===== config.mk =====
export PLATFORM = sky130hd
export DESIGN_NAME = uart_regfile_top
export DESIGN_NICKNAME = d
export VERILOG_FILES = /design/src/rtl/uart_regs_pkg.sv /design/src/rtl/uart_regs_ctrl.sv /design/src/rtl/uart_regs_dp.sv /design/src/rtl/uart_regfile_top.sv
export SDC_FILE = /design/constraint.sdc
export NUM_CORES = 1
export LEC_CHECK = 0
export BUFFER_PORTS_ARGS = -buffer_cell sky130_fd_sc_hd__buf_2
export CAP_MARGIN = 20
export CORE_AREA = 10 10 92 94
export CTS_CLUSTER_DIAMETER = 120
export DETAILED_ROUTE_END_ITERATION = 12
export DIE_AREA = 0 0 102 104
export MAX_ROUTING_LAYER = met4
export PLACE_DENSITY = 0.81
export SLEW_MARGIN = 25
export SYNTH_ARGS = -nofsm -noshare
export SYNTH_HDL_FRONTEND = slang
export SYNTH_SLANG_ARGS = --single-unit
export TNS_END_PERCENT = 5

===== constraint.sdc =====
create_clock -name clk -period 4.6 [get_ports clk]
set_clock_uncertainty 0.1 [all_clocks]
set_input_delay 0.46 -clock clk [delete_from_list [all_inputs] [get_ports clk]]
set_output_delay 0.46 -clock clk [all_outputs]
set_load 0.05 [all_outputs]

===== src/rtl/uart_regs_pkg.sv =====
package uart_regs_pkg;

  localparam int OFS_W = 3;

  localparam logic [OFS_W-1:0] OFS_DATA  = 3'd0;
  localparam logic [OFS_W-1:0] OFS_IEN   = 3'd1;
  localparam logic [OFS_W-1:0] OFS_IDFC  = 3'd2;
  localparam logic [OFS_W-1:0] OFS_LCTL  = 3'd3;
  localparam logic [OFS_W-1:0] OFS_MCTL  = 3'd4;
  localparam logic [OFS_W-1:0] OFS_LSTAT = 3'd5;
  localparam logic [OFS_W-1:0] OFS_MSTAT = 3'd6;
  localparam logic [OFS_W-1:0] OFS_SCR   = 3'd7;

  typedef enum logic [3:0] {
    SEL_RX,
    SEL_DIVLO,
    SEL_DIVHI,
    SEL_INTEN,
    SEL_INTID,
    SEL_LINECTL,
    SEL_MODEMCTL,
    SEL_LINESTAT,
    SEL_MODEMSTAT,
    SEL_SCRATCH
  } rdSel_e;

  typedef struct packed {
    logic   wrDivLo;
    logic   wrDivHi;
    logic   wrIntEn;
    logic   wrFifoCtl;
    logic   wrLineCtl;
    logic   wrModemCtl;
    logic   wrScratch;
    logic   wrTxHold;
    logic   rdStrobe;
    logic   rdRxPop;
    rdSel_e rdSel;
  } regStrobes_t;

endpackage


===== src/rtl/uart_regs_ctrl.sv =====
module uart_regs_ctrl
  import uart_regs_pkg::*;
(
  input  logic [OFS_W-1:0] addr,
  input  logic             wrEn,
  input  logic             rdEn,
  input  logic             bankSel,
  output regStrobes_t      strobes
);

  always_comb begin
    strobes          = '0;
    strobes.rdSel    = SEL_RX;
    strobes.rdStrobe = rdEn;

    if (wrEn) begin
      unique case (addr)
        OFS_DATA: begin
          if (bankSel) strobes.wrDivLo  = 1'b1;
          else         strobes.wrTxHold = 1'b1;
        end
        OFS_IEN: begin
          if (bankSel) strobes.wrDivHi = 1'b1;
          else         strobes.wrIntEn = 1'b1;
        end
        OFS_IDFC:  strobes.wrFifoCtl  = 1'b1;
        OFS_LCTL:  strobes.wrLineCtl  = 1'b1;
        OFS_MCTL:  strobes.wrModemCtl = 1'b1;
        OFS_SCR:   strobes.wrScratch  = 1'b1;
        default: ;
      endcase
    end

    unique case (addr)
      OFS_DATA: begin
        strobes.rdSel   = bankSel ? SEL_DIVLO : SEL_RX;
        strobes.rdRxPop = rdEn & ~bankSel;
      end
      OFS_IEN:   strobes.rdSel = bankSel ? SEL_DIVHI : SEL_INTEN;
      OFS_IDFC:  strobes.rdSel = SEL_INTID;
      OFS_LCTL:  strobes.rdSel = SEL_LINECTL;
      OFS_MCTL:  strobes.rdSel = SEL_MODEMCTL;
      OFS_LSTAT: strobes.rdSel = SEL_LINESTAT;
      OFS_MSTAT: strobes.rdSel = SEL_MODEMSTAT;
      default:   strobes.rdSel = SEL_SCRATCH;
    endcase
  end

endmodule


===== src/rtl/uart_regs_dp.sv =====
module uart_regs_dp
  import uart_regs_pkg::*;
#(
  parameter int DATA_W = 8
) (
  input  logic                clk,
  input  logic                rstN,
  input  regStrobes_t         strobes,
  input  logic [DATA_W-1:0]   wrData,
  input  logic [DATA_W-1:0]   rxData,
  input  logic [DATA_W-1:0]   intId,
  input  logic [DATA_W-1:0]   lineStatus,
  input  logic [DATA_W-1:0]   modemStatus,
  output logic [DATA_W-1:0]   rdData,
  output logic                rxPop,
  output logic                txPush,
  output logic [DATA_W-1:0]   txData,
  output logic [2*DATA_W-1:0] divisor,
  output logic [DATA_W-1:0]   intEnable,
  output logic [DATA_W-1:0]   fifoCtl,
  output logic                fifoCtlWr,
  output logic [DATA_W-1:0]   lineCtl,
  output logic [DATA_W-1:0]   modemCtl
);

  logic [DATA_W-1:0] divLo, divHi, scratch, rdNext;

  always_comb begin
    unique case (strobes.rdSel)
      SEL_RX:        rdNext = rxData;
      SEL_DIVLO:     rdNext = divLo;
      SEL_DIVHI:     rdNext = divHi;
      SEL_INTEN:     rdNext = intEnable;
      SEL_INTID:     rdNext = intId;
      SEL_LINECTL:   rdNext = lineCtl;
      SEL_MODEMCTL:  rdNext = modemCtl;
      SEL_LINESTAT:  rdNext = lineStatus;
      SEL_MODEMSTAT: rdNext = modemStatus;
      default:       rdNext = scratch;
    endcase
  end

  always_ff @(posedge clk or negedge rstN) begin
    if (!rstN) begin
      divLo     <= '0;
      divHi     <= '0;
      intEnable <= '0;
      fifoCtl   <= '0;
      lineCtl   <= '0;
      modemCtl  <= '0;
      scratch   <= '0;
      txData    <= '0;
      rdData    <= '0;
      txPush    <= 1'b0;
      rxPop     <= 1'b0;
      fifoCtlWr <= 1'b0;
    end else begin
      txPush    <= strobes.wrTxHold;
      rxPop     <= strobes.rdRxPop;
      fifoCtlWr <= strobes.wrFifoCtl;
      if (strobes.wrDivLo)    divLo     <= wrData;
      if (strobes.wrDivHi)    divHi     <= wrData;
      if (strobes.wrIntEn)    intEnable <= wrData;
      if (strobes.wrFifoCtl)  fifoCtl   <= wrData;
      if (strobes.wrLineCtl)  lineCtl   <= wrData;
      if (strobes.wrModemCtl) modemCtl  <= wrData;
      if (strobes.wrScratch)  scratch   <= wrData;
      if (strobes.wrTxHold)   txData    <= wrData;
      if (strobes.rdStrobe)   rdData    <= rdNext;
    end
  end

  assign divisor = {divHi, divLo};

endmodule


===== src/rtl/uart_regfile_top.sv =====
module uart_regfile_top
  import uart_regs_pkg::*;
#(
  parameter int DATA_W = 8,
  localparam int DIV_W = 2 * DATA_W
) (
  input  logic              clk,
  input  logic              rstN,
  input  logic [OFS_W-1:0]  addr,
  input  logic              wrEn,
  input  logic              rdEn,
  input  logic [DATA_W-1:0] wrData,
  output logic [DATA_W-1:0] rdData,
  input  logic [DATA_W-1:0] rxData,
  input  logic [DATA_W-1:0] intId,
  input  logic [DATA_W-1:0] lineStatus,
  input  logic [DATA_W-1:0] modemStatus,
  output logic              rxPop,
  output logic              txPush,
  output logic [DATA_W-1:0] txData,
  output logic [DIV_W-1:0]  divisor,
  output logic [DATA_W-1:0] intEnable,
  output logic [DATA_W-1:0] fifoCtl,
  output logic              fifoCtlWr,
  output logic [DATA_W-1:0] lineCtl,
  output logic [DATA_W-1:0] modemCtl
);

  regStrobes_t strobes;

  uart_regs_ctrl ctrl_i (
    .addr    (addr),
    .wrEn    (wrEn),
    .rdEn    (rdEn),
    .bankSel (lineCtl[DATA_W-1]),
    .strobes (strobes)
  );

  uart_regs_dp #(.DATA_W(DATA_W)) dp_i (
    .clk         (clk),
    .rstN        (rstN),
    .strobes     (strobes),
    .wrData      (wrData),
    .rxData      (rxData),
    .intId       (intId),
    .lineStatus  (lineStatus),
    .modemStatus (modemStatus),
    .rdData      (rdData),
    .rxPop       (rxPop),
    .txPush      (txPush),
    .txData      (txData),
    .divisor     (divisor),
    .intEnable   (intEnable),
    .fifoCtl     (fifoCtl),
    .fifoCtlWr   (fifoCtlWr),
    .lineCtl     (lineCtl),
    .modemCtl    (modemCtl)
  );

endmodule


; ---- Word-level counts from Yosys, hierarchy flattened
; Cells that the tools add are included.
[totals]
wordCells = 46
ff_bits = 75
in_bits = 47
output_inout_bits = 67
[classes]
mux = 15
n_bitwise = 2
reduce_logical = 2
eq_ne = 15
[ops]
columns = operator, n
row1 = $pmux 8 s9, 1
row2 = $pmux 4 s7, 1
row3 = $eq 4x3->1 const B, 4
row4 = $eq 3x3->1 const B, 4
row5 = $mux 1, 11
row6 = $eq 4x2->1 const B, 2
row7 = $mux 8, 1
row8 = $eq 3x2->1 const B, 2
row9 = $eq 4x1->1 const B, 1
row10 = $eq 4x4->1 const B, 1
row11 = $logic_not 4->1, 1
row12 = $eq 3x1->1 const B, 1
row13 = $logic_not 3->1, 1
row14 = $mux 2, 1
row15 = $and 1x1->1, 1
row16 = $not 1->1, 1

; ---- Logic depth before layout (Yosys ltp)
; Gate-level depths: netlist of the first run.
[depth]
ltp_word = 4
mapped_depth = 6
mapped_depth_nobuf = 4

; ---- Cells and area by module
; A second synthesis of the first run with hierarchy kept.
[hier_totals]
hier_cells = 308
area_unflattened_um2 = 3797.4
[modules_own_cells]
columns = module, n_inst, seq_area_each_um2, area_each_um2, cells_each
row1 = uart_regs_dp, 1, 1876.8, 3616.0, 282
row2 = uart_regs_ctrl, 1, 0.0, 181.4, 26

; ---- Worst setup path before layout of the first run
; OpenSTA, ideal clock, no wires.
[synth_timing]
path_kind = input to register
from = input port addr[1]
to = register dp_i.intEnable[0]
required_time_ns = 4.375
setup_time_ns = 0.125
path_buffers = 2
cell_stages = 5
setup_slack_ns = 2.887
arrival_time_ns = 1.488
path_cell_list = buf_2 > nor3_2 > and3_1 > buf_2 > mux2_2
[synth_between]
elab_chain_len = 3
[synth_rtl]
columns = item, line
row1 = from (decl), uart_regfile_top.sv:9  ; input logic [OFS_W-1:0] addr,
row2 = $eq 3x1->1, uart_regs_ctrl.sv:17  ; unique case (addr)
row3 = $mux 2, uart_regs_ctrl.sv:17
row4 = $mux 8, uart_regs_ctrl.sv:16  ; if (wrEn) begin
row5 = to (signal assigned), uart_regs_dp.sv:63  ; if (strobes.wrIntEn) intEnable <= wrData;
row6 = to (decl), uart_regs_dp.sv:19  ; output logic [DATA_W-1:0] intEnable,
; Every way passes these cells.
; A chain may end at the register's enable or synchronous reset.

; ---- Final worst setup path of the first run
[layout_timing]
from = register dp_i.lineCtl[7]
to = output port lineCtl[7]
[layout_lines]
columns = item, line
row1 = from (decl), uart_regs_dp.sv:22  ; output logic [DATA_W-1:0] lineCtl,
row2 = from (signal assigned), uart_regs_dp.sv:65  ; if (strobes.wrLineCtl) lineCtl <= wrData;
row3 = to (decl), uart_regfile_top.sv:25  ; output logic [DATA_W-1:0] lineCtl,
; No word-level cell between the ends.

==> summary.md, run 1 <==
| Metric | Value |
|---|---|
| CP max stage cell | dfrtp_1 |
| Total negative slack | 0 ps |
| H-Tree Depth | 3 |
| Area Growth Syn to Fin | 22.0% |
| Final Instance Area | 4260 um^2 |
| # Post-CTS Setup Buffers | 0 |
| WP buf/inv | 1 |
| Initial antenna violation count | 0 |
| TritonCTS buffer count | 9 |
| EDFF count, synth | 0 |
| Largest area contributor in the netlist | dfrtp_1 |
| DRC | 0 |
| Levels on crit path | 1 |
| Synthesized area | roughly 3500 um^2 |
| Critical Path AT | about 1800 ps |
| Top-count cell post-synth | dfrtp_1 |
| Die Y | 104 um |
| Core area | about 6700 um^2 |
| Worst slew pin tran | a little under 1000 ps |
| Total setup violations reported at the end of the flow | 0 |
| Top cells by instance count after synthesis | dfrtp_1 (75), mux2_2 (64), a21oi_1 (20), mux2i_1 (20), nand2_1 (15) |
| Tot Pwr | about 2500 uW |
| Post-detail-place hpwl | between 7 and 8 mm |
| Final worst path period share | about 50% |
| # diodes | 0 |
| Fin util | a little under two thirds |
| Initial Utilization | 52.2% |
| CP Launch Type | flop |
| Initial DRC Count | between 80 and 90 |
| Routed wire length | ~9.4 mm |
| CTS Sinks | 75 |
| Max incr delay on CP | 1000 ps |
| Slew HR | about 34% |
| Final hold vios | 0 |
| Root Driver | clkbuf_8 |
| Share of the synthesized area in the top cell type | a little over half |
| Post-layout net count | ~430 |
| Mapped Cells | 274 |
| Crit end category | output pin |
| Leak pwr | between 0.002 and 0.0025 uW |
| Dpl cell area | a little over 4000 um^2 |
| Reg2reg path depth | 3 |
| CTS tree | done |
| Max Freq | ~430 MHz |
| RePlAce Congestion | between 0.8 and 0.9 |
| RSZ-0062 raised after global routing | false |
| Dominant register cell in the synthesized netlist | dfrtp_1 |
| Die ar. | between 10000 and 15000 um^2 |
| Max-cap violation count | 0 |
| IO buf count | about 110 |
| Post-DR wirelength/cell | 20.2 um |
| Delay-heaviest family, CP | flip-flops |
| Clock slew at reported path FFs | around 80 ps |
| Total track usage | between 10% and 20% |
| Routed vias/inst | 5.63 |
| Synthesized Nets | roughly 320 |
| Hold_buf cts | 0 |
| Slew Viols, Final | 0 |
| Die width | 102 um |
| Cells along the critical path | buf_2 |
| Grt total ovfl | 0 |
| Layout cells sized above 1 | just over 50% |
| # IOs | ~110 |
| DRT Pass-1 Iters | 5 |
| DRT antenna net count | 0 |
| Vias post-DR | roughly 2600 |
| Worst Hold Class | in -> async |
| P per Cell Area | between 500 and 600 nW/um^2 |
| PostCTS Resize Cnt | 0 |
| Mean post-synth cell area | approximately 13 um^2 |
| Pin count of the biggest net entering global routing | 76 |
| Synth Warn # | 0 |
| Min Hold Slack | ~140 ps |
| Synth cell types | 36 |
| First-pass GRT wire length | ~15 mm |
| Async SR Flop Fraction | between 90% and 100% |
| Clk buf depth | 2 |
| Largest cells by area after synthesis | dfrtp_1 (54%), mux2_2 (21%), mux2i_1 (5.7%) |
| #FFs+latches synth | 75 |
| Peak VDD IR | 0.000367 V |
| # rows | 30 |
| Status | complete, no violations |
| WP data required | 4040 ps |
| Sequential area share after synthesis | 53.8% |
| Vias in the first global route | a little under 3000 |
| CP Class | reg -> out |
| CP Max Fanout | 21 |
| Later-pin clock latency in the skew report | between 300 and 400 ps |
| Final min period | approximately 2300 ps |
==> power by group <==
part / switching [uW] / internal (uW)
Combinational: 727 / 281
Clock: 251 / 254
Sequential: 123 / 819
Total: 1100 / 1350
==> worst paths after layout <==
path	from	to	slack, ps
setup / recovery	dp_i.lineCtl[7]	lineCtl[7]	2280
hold / removal	rstN	dp_i.txData[0]	140
setup reg to reg	dp_i.lineCtl[7]	dp_i.intEnable[7]	2420
hold reg to reg	dp_i.fifoCtl[1]	dp_i.fifoCtl[1]	410
max in group asynchronous	rstN	dp_i.modemCtl[3]	3660
min in group clk	wrData[2]	dp_i.fifoCtl[2]	360
==> logic make-up (layout without fill, tap and decap cells) <==
family / count (synthesis) / in the layout / synth area share (%)
simple gates: 36 / 36 / 6.10
compound gates: 56 / 56 / 9.93
mux: 86 / 86 / 27.0
flops: 75 / 75 / 53.8
buf+inv: 21 / 131 / 3.16
==> placed cells by master, fill, tap and decap left out, drive strengths merged, types with 2 or more instances in the layout <==
cell,n
buf,113
dfrtp,75
mux2,66
mux2i,20
a21oi,20
nand2,16
o21ai,12
clkbuf,9
o22ai,8
a211o,5
o221ai,5
clkinv,4
nand3b,3
inv,3
nor2,3
and2b,2
and3,2
a221oi,2
nand3,2
nand4,2
==> layout make-up <==
class,count,area [um^2]
clock inverter,7,77.6
clock buffer,9,124
fill,545,2420
inverter,2,7.51
tap,80,100
multi-input combinational,178,1500
sequential,75,1880
timing repair buffer,113,568
==> per-layer routing <==
layer / up-vias / track usage [%] / part of all wire [%] / wire length, um
met2: 115 / 28.3 / 48 / 4480
met4: 0 / 6.55 / 1.2 / 112
met3: 10 / 4.85 / 7.5 / 704
met5: - / - / 0 / 0
met1: 1266 / 22.3 / 43 / 4080
li1: 1221 / - / - / -
==> sequential cells by signal, indices dropped and copies added (netlist names), 8 cells and up <==
| signal | count |
|---|---|
| dp_i.lineCtl | 8 |
| dp_i.rdData | 8 |
| dp_i.txData | 8 |
| dp_i.modemCtl | 8 |
| dp_i.scratch | 8 |
| dp_i.divLo | 8 |
| dp_i.fifoCtl | 8 |
| dp_i.divHi | 8 |
| dp_i.intEnable | 8 |
==> stage by stage <==
stage / std cells / worst slack (ps)
floorplan: 274 / 2890
global placement: 448 / 2290
detailed placement: 448 / 2230
CTS: 464 / 2270
global route: 464 / 2210
finish: 464 / 2280
No activity file was read; power rests on OpenSTA's default activity.
==> run 2: changes to the inputs <==
--- a/config.mk
+++ b/config.mk
@@ -5,14 +5,15 @@
 export SDC_FILE = /design/constraint.sdc
 export NUM_CORES = 1
 export LEC_CHECK = 0
+export ABC_AREA = 1
 export BUFFER_PORTS_ARGS = -buffer_cell sky130_fd_sc_hd__buf_2
 export CAP_MARGIN = 20
-export CORE_AREA = 10 10 92 94
+export CORE_AREA = 10 10 97 99
 export CTS_CLUSTER_DIAMETER = 120
 export DETAILED_ROUTE_END_ITERATION = 12
-export DIE_AREA = 0 0 102 104
+export DIE_AREA = 0 0 107 109
 export MAX_ROUTING_LAYER = met4
-export PLACE_DENSITY = 0.81
+export PLACE_DENSITY = 0.77
 export SLEW_MARGIN = 25
 export SYNTH_ARGS = -nofsm -noshare
 export SYNTH_HDL_FRONTEND = slang
==> constraint.sdc (replaced) <==
create_clock -name clk -period 2.2 [get_ports clk]
set_clock_uncertainty 0.1 [all_clocks]
set_input_delay 0.22 -clock clk [delete_from_list [all_inputs] [get_ports clk]]
set_output_delay 0.22 -clock clk [all_outputs]
set_load 0.05 [all_outputs]
==> summary.md, run 2 <==
| Metric | Value |
|---|---|
| Status | complete, no violations (unchanged) |
| CP Max Fanout | 20 (was 21) |
| IO buf count | 113 (unchanged) |
| Die ar. | 11700 um^2 (was 10600 um^2) |
| CTS Sinks | 75 (unchanged) |
| P_sw | 2240 uW (was 1100 uW) |
| # Post-CTS Setup Buffers | 0 (unchanged) |
| # IOs | 114 (unchanged) |
| Fin util | 60.6% (was 63.7%) |
| Total negative slack | 0 ps (unchanged) |
| Sw frac | 45.6% (was 44.9%) |
| Clock slew at reported path FFs | 80 ps (about the same) |
| Synth Warn # | 0 (unchanged) |
| Max Freq | about 620 MHz |
| Routed wire length | 11.5 mm (was 9.38 mm) |
| Clk pwr share | 21.5% (was 20.6%) |
| Fill cells | 697 (was 545) |
| Slew Viols, Final | 0 (unchanged) |
| Initial Utilization | 49.4% (was 52.2%) |
| Clk buf depth | 2 (unchanged) |
| # diodes | 0 (unchanged) |
| Largest cells by area after synthesis | dfrtp_1 (50%), nand2_1 (11%), nand4_1 (6.4%) (was dfrtp_1 (54%), mux2_2 (21%), mux2i_1 (5.7%)) |
| Total track usage | 20.1% (was 18.3%) |
| Worst Hold Class | in -> reg (was in -> async) |
| Multi-input combinational cell area | 1610 um^2 (was 1500 um^2) |
| Critical Path AT | 1750 ps (was 1760 ps) |
| Post-detail-place hpwl | 8.48 mm (was 7.06 mm) |
| #FFs+latches synth | 75 (unchanged) |
| Internal cell power | 2680 uW (was 1350 uW) |
| Most common cell after layout, fill and taps aside | buf_2 (unchanged) |
| Max-cap violation count | 0 (unchanged) |
| CP Launch Type | input port (was flop) |
| Largest area contributor in the netlist | dfrtp_1 (unchanged) |
| Peak VDD IR | 0.000497 V (was 0.000367 V) |
| CP Class | in -> reg (was reg -> out) |
| Slew HR | 60.4% (was 33.9%) |
| P per Cell Area | 1080 nW/um^2 (was 577 nW/um^2) |
| Synthesized Nets | 487 (was 321) |
| Total setup violations reported at the end of the flow | 0 (unchanged) |
| Root Driver | clkbuf_8 (unchanged) |
| Post-layout net count | 596 (was 426) |
| Most frequent cells in the layout | buf_2 (112), nand2_1 (111), dfrtp_1 (75), nor2_1 (43), o21ai_0 (39) (was buf_2 (112), dfrtp_1 (75), mux2_2 (64), mux2i_1 (20), a21oi_1 (20)) |
| RSZ-0062 raised after global routing | false (unchanged) |
| Worst slew pin tran | 594 ps (was 991 ps) |
| Vias post-DR | 3578 (was 2612) |
| Worst setup margin | 581 ps (was 2280 ps) |
| RePlAce Congestion | 0.929 (was 0.865) |
| Leak pwr | 0.00241 uW (was 0.00208 uW) |
| Die width | 107 um (was 102 um) |
| Sequential area share after synthesis | 50.4% (was 53.8%) |
| TritonCTS buffer count | 9 (unchanged) |
| WP data required | 2330 ps (was 4040 ps) |
| Pre-CTS setup slack | 233 ps (was 2230 ps) |
| DRC | 0 (unchanged) |
| Async SR Flop Fraction | 100% (unchanged) |
| Initial antenna violation count | 0 (unchanged) |
| Logic gate share of total power | 39.2% (was 41.0%) |
| Area Growth Syn to Fin | 22.5% (was 22.0%) |
| DRT antenna net count | 0 (unchanged) |
| EDFF count, synth | 0 (unchanged) |
| Vias in the first global route | 3403 (was 2899) |
| Synth cell types | 24 (was 36) |
| Crit end category | flop (was output pin) |
| Later-pin clock latency in the skew report | 350 ps (was 340 ps) |
| Routed vias/inst | 5.46 (was 5.63) |
| Register area | 1880 um^2 (unchanged) |
| Share of the synthesized area in the top cell type | 50.4% (was 53.8%) |
| PostCTS Resize Cnt | 0 (unchanged) |
| Dominant register cell in the synthesized netlist | dfrtp_1 (unchanged) |
| Mean post-synth cell area | 8.46 um^2 (was 12.7 um^2) |
| Mapped Cells | 440 (was 274) |
| Seq pwr share | 39.3% (was 38.4%) |
| Top cells by instance count after synthesis | nand2_1 (111), dfrtp_1 (75), nor2_1 (43), o21ai_0 (39) (was dfrtp_1 (75), mux2_2 (64), a21oi_1 (20), mux2i_1 (20), nand2_1 (15)) |
| DRT Pass-1 Iters | 5 (unchanged) |
| Top-count cell post-synth | nand2_1 (was dfrtp_1) |
| Final min period | between 1500 and 2000 ps |
| Final hold vios | 0 (unchanged) |
| Initial DRC Count | 213 (was 88) |
| First-pass GRT wire length | 17.9 mm (was 15.0 mm) |
| CTS tree | done (unchanged) |
| Grt total ovfl | 0 (unchanged) |
| H-Tree Depth | 3 (unchanged) |
| Synthesized area | 3720 um^2 (was 3490 um^2) |
| Die Y | 109 um (was 104 um) |
| Pin count of the biggest net entering global routing | 45 (was 76) |
| # rows | 32 (was 30) |
| Core area | 7530 um^2 (was 6680 um^2) |
| Final worst path period share | around three quarters |
| Post-DR wirelength/cell | 17.5 um (was 20.2 um) |
| Layout cells sized above 1 | 30.6% (was 51.8%) |
-- run 2: critical path, stage by stage --
cell and delay, ps:
buf_2 370, inv_2 200, nor3_4 420, nand3_4 310
nand2_1 160, o21ai_2 60
-- run 2: through the flow --
step / power [uW] / area [um^2] / cells / hold WS [ps]
floorplan: 3320 / 3720 / 440 / -176
global placement: 3860 / 4360 / 639 / 154
global route: 5130 / 4560 / 655 / 37.2
detailed placement: 3900 / 4360 / 639 / 171
finish: 4920 / 4560 / 655 / 9.85
CTS: 4940 / 4560 / 655 / 4.10
-- run 2: worst paths after layout --
check / from / to / slack (ps) / depth (start not counted)
setup / recovery: addr[0] / dp_i.divHi[2] / 580 / 6
hold / removal: wrData[3] / dp_i.divLo[3] / 10 / 3
setup reg to reg: dp_i.lineCtl[7] / dp_i.txData[3] / 580 / 5
hold reg to reg: dp_i.rdData[4] / dp_i.rdData[4] / 380 / 2
max in group asynchronous: rstN / dp_i.intEnable[6] / 1110 / 3
min in group asynchronous: rstN / dp_i.rdData[4] / 310 / 2
-- run 2: power by group through the flow --
stage / registers [uW] / clock network [uW] / logic, uW
floorplan: 2860 / 0 / 466
global placement: 1940 / 0 / 1920
detailed placement: 1950 / 0 / 1950
CTS: 1930 / 1060 / 1950
global route: 1970 / 1120 / 2040
finish: 1930 / 1060 / 1930
-- run 2: metal layers --
layer	global-route usage, %	share of wire [%]
met1	26.6	45
met2	30.1	45
met3	4.25	8.5
met4	6.77	1.4
met5	-	0
-- run 2: kinds of logic after synthesis --
logic type,after synthesis,synth area share (%)
flip-flops,75,50.4
AND/OR/NAND/NOR,244,31.1
AO/OA/AOI/OAI,71,12.2
buffers and inverters,50,6.29
-- run 2: layout make-up --
class                   count  share of cell area (%)
repair buffers            123                    14.4
inverters                  25                    2.06
well taps                 102                    2.80
multi-input cells         315                    35.3
flip-flops and latches     75                    41.2
clock buffers              11                    3.10
clock inverters             4                    1.13
-- run 2: timing repair --
item / CTS / global route
hold endpoints to repair: 43 / 0
endpoints found under the setup margin: 0 / 0
hold buffers: 1 / 0
==> run 3: changes to the inputs <==
--- a/config.mk
+++ b/config.mk
@@ -8,12 +8,12 @@
 export ABC_AREA = 1
 export BUFFER_PORTS_ARGS = -buffer_cell sky130_fd_sc_hd__buf_2
 export CAP_MARGIN = 20
-export CORE_AREA = 10 10 97 99
+export CORE_AREA = 10 10 101 103
 export CTS_CLUSTER_DIAMETER = 120
 export DETAILED_ROUTE_END_ITERATION = 12
-export DIE_AREA = 0 0 107 109
+export DIE_AREA = 0 0 111 113
 export MAX_ROUTING_LAYER = met4
-export PLACE_DENSITY = 0.77
+export PLACE_DENSITY = 0.74
 export SLEW_MARGIN = 25
 export SYNTH_ARGS = -nofsm -noshare
 export SYNTH_HDL_FRONTEND = slang
==> constraint.sdc (replaced) <==
create_clock -name clk -period 1.32 [get_ports clk]
set_clock_uncertainty 0.1 [all_clocks]
set_input_delay 0.132 -clock clk [delete_from_list [all_inputs] [get_ports clk]]
set_output_delay 0.132 -clock clk [all_outputs]
set_load 0.05 [all_outputs]
==> summary.md, run 3 (synthesis gave the netlist of run 2 again) <==
| Metric | Value |
|---|---|
| WP buf/inv | 2 (unchanged) |
| Reg2reg end | dp_i.rdData[4] (was dp_i.txData[3]) |
| Final worst path period share | 101% |
| Most frequent cells in the layout | buf_2 (111), nand2_1 (104), dfrtp_1 (74), nor2_1 (41), nand4_1 (38) (was buf_2 (112), nand2_1 (111), dfrtp_1 (75), nor2_1 (43), o21ai_0 (39)) |
| TritonCTS buffer count | 9 (unchanged) |
| Clk buf depth | 2 (unchanged) |
| Met3 Use GR | 4.65% (was 4.25%) |
| Critical Path AT | 1470 ps (was 1750 ps) |
| Post-DR wirelength/cell | 17.7 um (was 17.5 um) |
| Reg2reg start | dp_i.lineCtl[7] (unchanged) |
| Cells along the critical path | inv_2, nand3_4, buf_12, nor2_4, nor2_2, nand2_1, o21ai_1, nand2_1 (was buf_2, inv_2, nor3_4, nand3_4, nand2_1, o21ai_2) |
| CP Class | reg -> reg (was in -> reg) |
| Worst setup margin | -14.6 ps (was 581 ps) |
| Total track usage | 19.7% (was 20.1%) |
| CP Launch Type | flop (was input port) |
| Initial DRC Count | 327 (was 213) |
| CP max stage cell | dfrtp_2 (was nor3_4) |
| Pin count of the biggest net entering global routing | 76 (was 45) |
| Failing checks | negative setup slack |
| Status | finished with violations (was complete, no violations) |
| Area Growth Syn to Fin | 33.3% (was 22.5%) |
| Final min period | between 1000 and 1500 ps |
| IO buf count | 113 (unchanged) |
| DRT Pass-1 Iters | 5 (unchanged) |
| Max Freq | ~750 MHz |
| Leak pwr | 0.00260 uW (was 0.00241 uW) |
| Grt total ovfl | 0 (unchanged) |
| Die width | 111 um (was 107 um) |
| Fill cells | 728 (was 697) |
| Layout cells sized above 1 | 37.0% (was 30.6%) |
| DRT antenna net count | 0 (unchanged) |
| Crit end category | flop (unchanged) |
| Reg2reg path depth | 8 (was 5) |
| DRC | 0 (unchanged) |
| Post-layout net count | 626 (was 596) |
| Clock slew at reported path FFs | 80 ps (about the same) |
| Hold path cells | 4 (was 3) |
| RePlAce Congestion | 0.915 (was 0.929) |
| Die Y | 113 um (was 109 um) |
| Max-cap violation count | 0 (unchanged) |
| Worst hold start | rdEn (was wrData[3]) |
| Routed wire length | 12.2 mm (was 11.5 mm) |
| Die ar. | 12500 um^2 (was 11700 um^2) |
| H-Tree Depth | 3 (unchanged) |
| Peak VDD IR | 0.00118 V (was 0.000497 V) |
| Layout Cells excl Fill | 689 (was 655) |
| Tot Pwr | 8470 uW (was 4920 uW) |
| Worst Hold Class | in -> reg (unchanged) |
| Layer with the highest usage | met2 (unchanged) |
| # Post-CTS Setup Buffers | 0 (unchanged) |
| Later-pin clock latency in the skew report | 350 ps (about the same) |
| Slew Viols, Final | 0 (unchanged) |
| CTS Sinks | 75 (unchanged) |
| CP most frequent cell | nand2_1 |
| # diodes | 0 (unchanged) |
| RSZ-0062 raised after global routing | true (was false) |
| Final hold vios | 0 (unchanged) |
| Initial Utilization | 45.7% (was 49.4%) |
| Core area | 8130 um^2 (was 7530 um^2) |
| Vias in the first global route | 3738 (was 3403) |
| WP data required | 1460 ps (was 2330 ps) |
| Root Driver | clkbuf_8 (unchanged) |
| Total setup violations reported at the end of the flow | 5 (was 0) |
| CTS tree | done (unchanged) |
| Cell count after placement | 670 (was 639) |
| Initial antenna violation count | 0 (unchanged) |
| Max incr delay on CP | 420 ps (about the same) |
| Routed vias/inst | 5.41 (was 5.46) |
| # IOs | 114 (unchanged) |
| Reg2reg setup slack | -10 ps (was 580 ps) |
| Slew HR | 68.5% (was 60.4%) |
| Vias post-DR | 3727 (was 3578) |
| P per Cell Area | 1710 nW/um^2 (was 1080 nW/um^2) |
| Met1 Usage GRT | 25.5% (was 26.6%) |
| CP Max Fanout | 8 (was 20) |
| First-pass GRT wire length | 19.6 mm (was 17.9 mm) |
| Critical path origin | dp_i.lineCtl[7] (was addr[0]) |
| # rows | 33 (was 32) |
| Most common cell after layout, fill and taps aside | buf_2 (unchanged) |
| Worst slew pin tran | 472 ps (was 594 ps) |
| Post-detail-place hpwl | 9.08 mm (was 8.48 mm) |
| Met2 usage | 30.3% (was 30.1%) |
| Worst Hold End | dp_i.rxPop (was dp_i.divLo[3]) |
| Delay-heaviest family, CP | flip-flops (was simple AND/OR/NAND/NOR gates) |
==> run 3: per-layer routing <==
layer / part of all wire (%) / up-vias
met4: 1.6 / 0
met5: 0 / -
met1: 46 / 1756
met2: 46 / 184
met3: 7.0 / 22
li1: - / 1765
==> run 3: through the flow <==
stage | TNS (ps) | setup WS, ps | util [%] | instance area, um^2 | hold slack, ps
floorplan | -126 | -68.7 | - | 3720 | -264
global placement | -2160 | -110 | 56.8 | 4620 | 92.6
detailed placement | -3620 | -164 | 56.8 | 4620 | 102
CTS | -129 | -26.8 | 60.1 | 4890 | 114
global route | -1290 | -110 | 61.0 | 4960 | 139
finish | -40.1 | -14.6 | 61.0 | 4960 | 121
==> run 3: cell type report <==
class / count / area (um^2) / area share, %
well taps: 105 / 131 / 2.65
multi-input cells: 316 / 1700 / 34.2
repair buffers: 152 / 950 / 19.1
inverters: 25 / 93.8 / 1.89
clock inverters: 5 / 60.1 / 1.21
clock buffers: 11 / 151 / 3.05
flip-flops and latches: 75 / 1880 / 37.9
==> run 3: what timing repair did <==
action                                 CTS  global route
pin swaps                                1             7
hold buffers                             2             0
resized for setup                       15            20
endpoints found under the hold margin   76             0
setup endpoints to repair               24            31
gates cloned                             1             0
==> run 3: worst min-delay path, cell delays in order <==
cell      delay (ps)
buf_2            100
clkinv_1          30
buf_4            200
nor2_1            70
==> run 3: power by group <==
group	internal, uW	leakage [uW]	switching [uW]
Clock	984	0.000106	885
Combinational	844	0.00156	2540
Sequential	2800	0.000934	415
==> run 3: worst max-delay path by stage <==
stage                      to  slack, ps  depth (start not counted)
2_1_floorplan   dp_i.divLo[6]        -70                          6
3_3_place_gp   dp_i.rdData[6]       -110                          9
3_5_place_dp   dp_i.rdData[6]       -160                          9
4_1_cts         dp_i.divLo[4]        -30                          6
5_1_grt        dp_i.rdData[4]       -110                          8
6_report       dp_i.rdData[4]        -10                          8
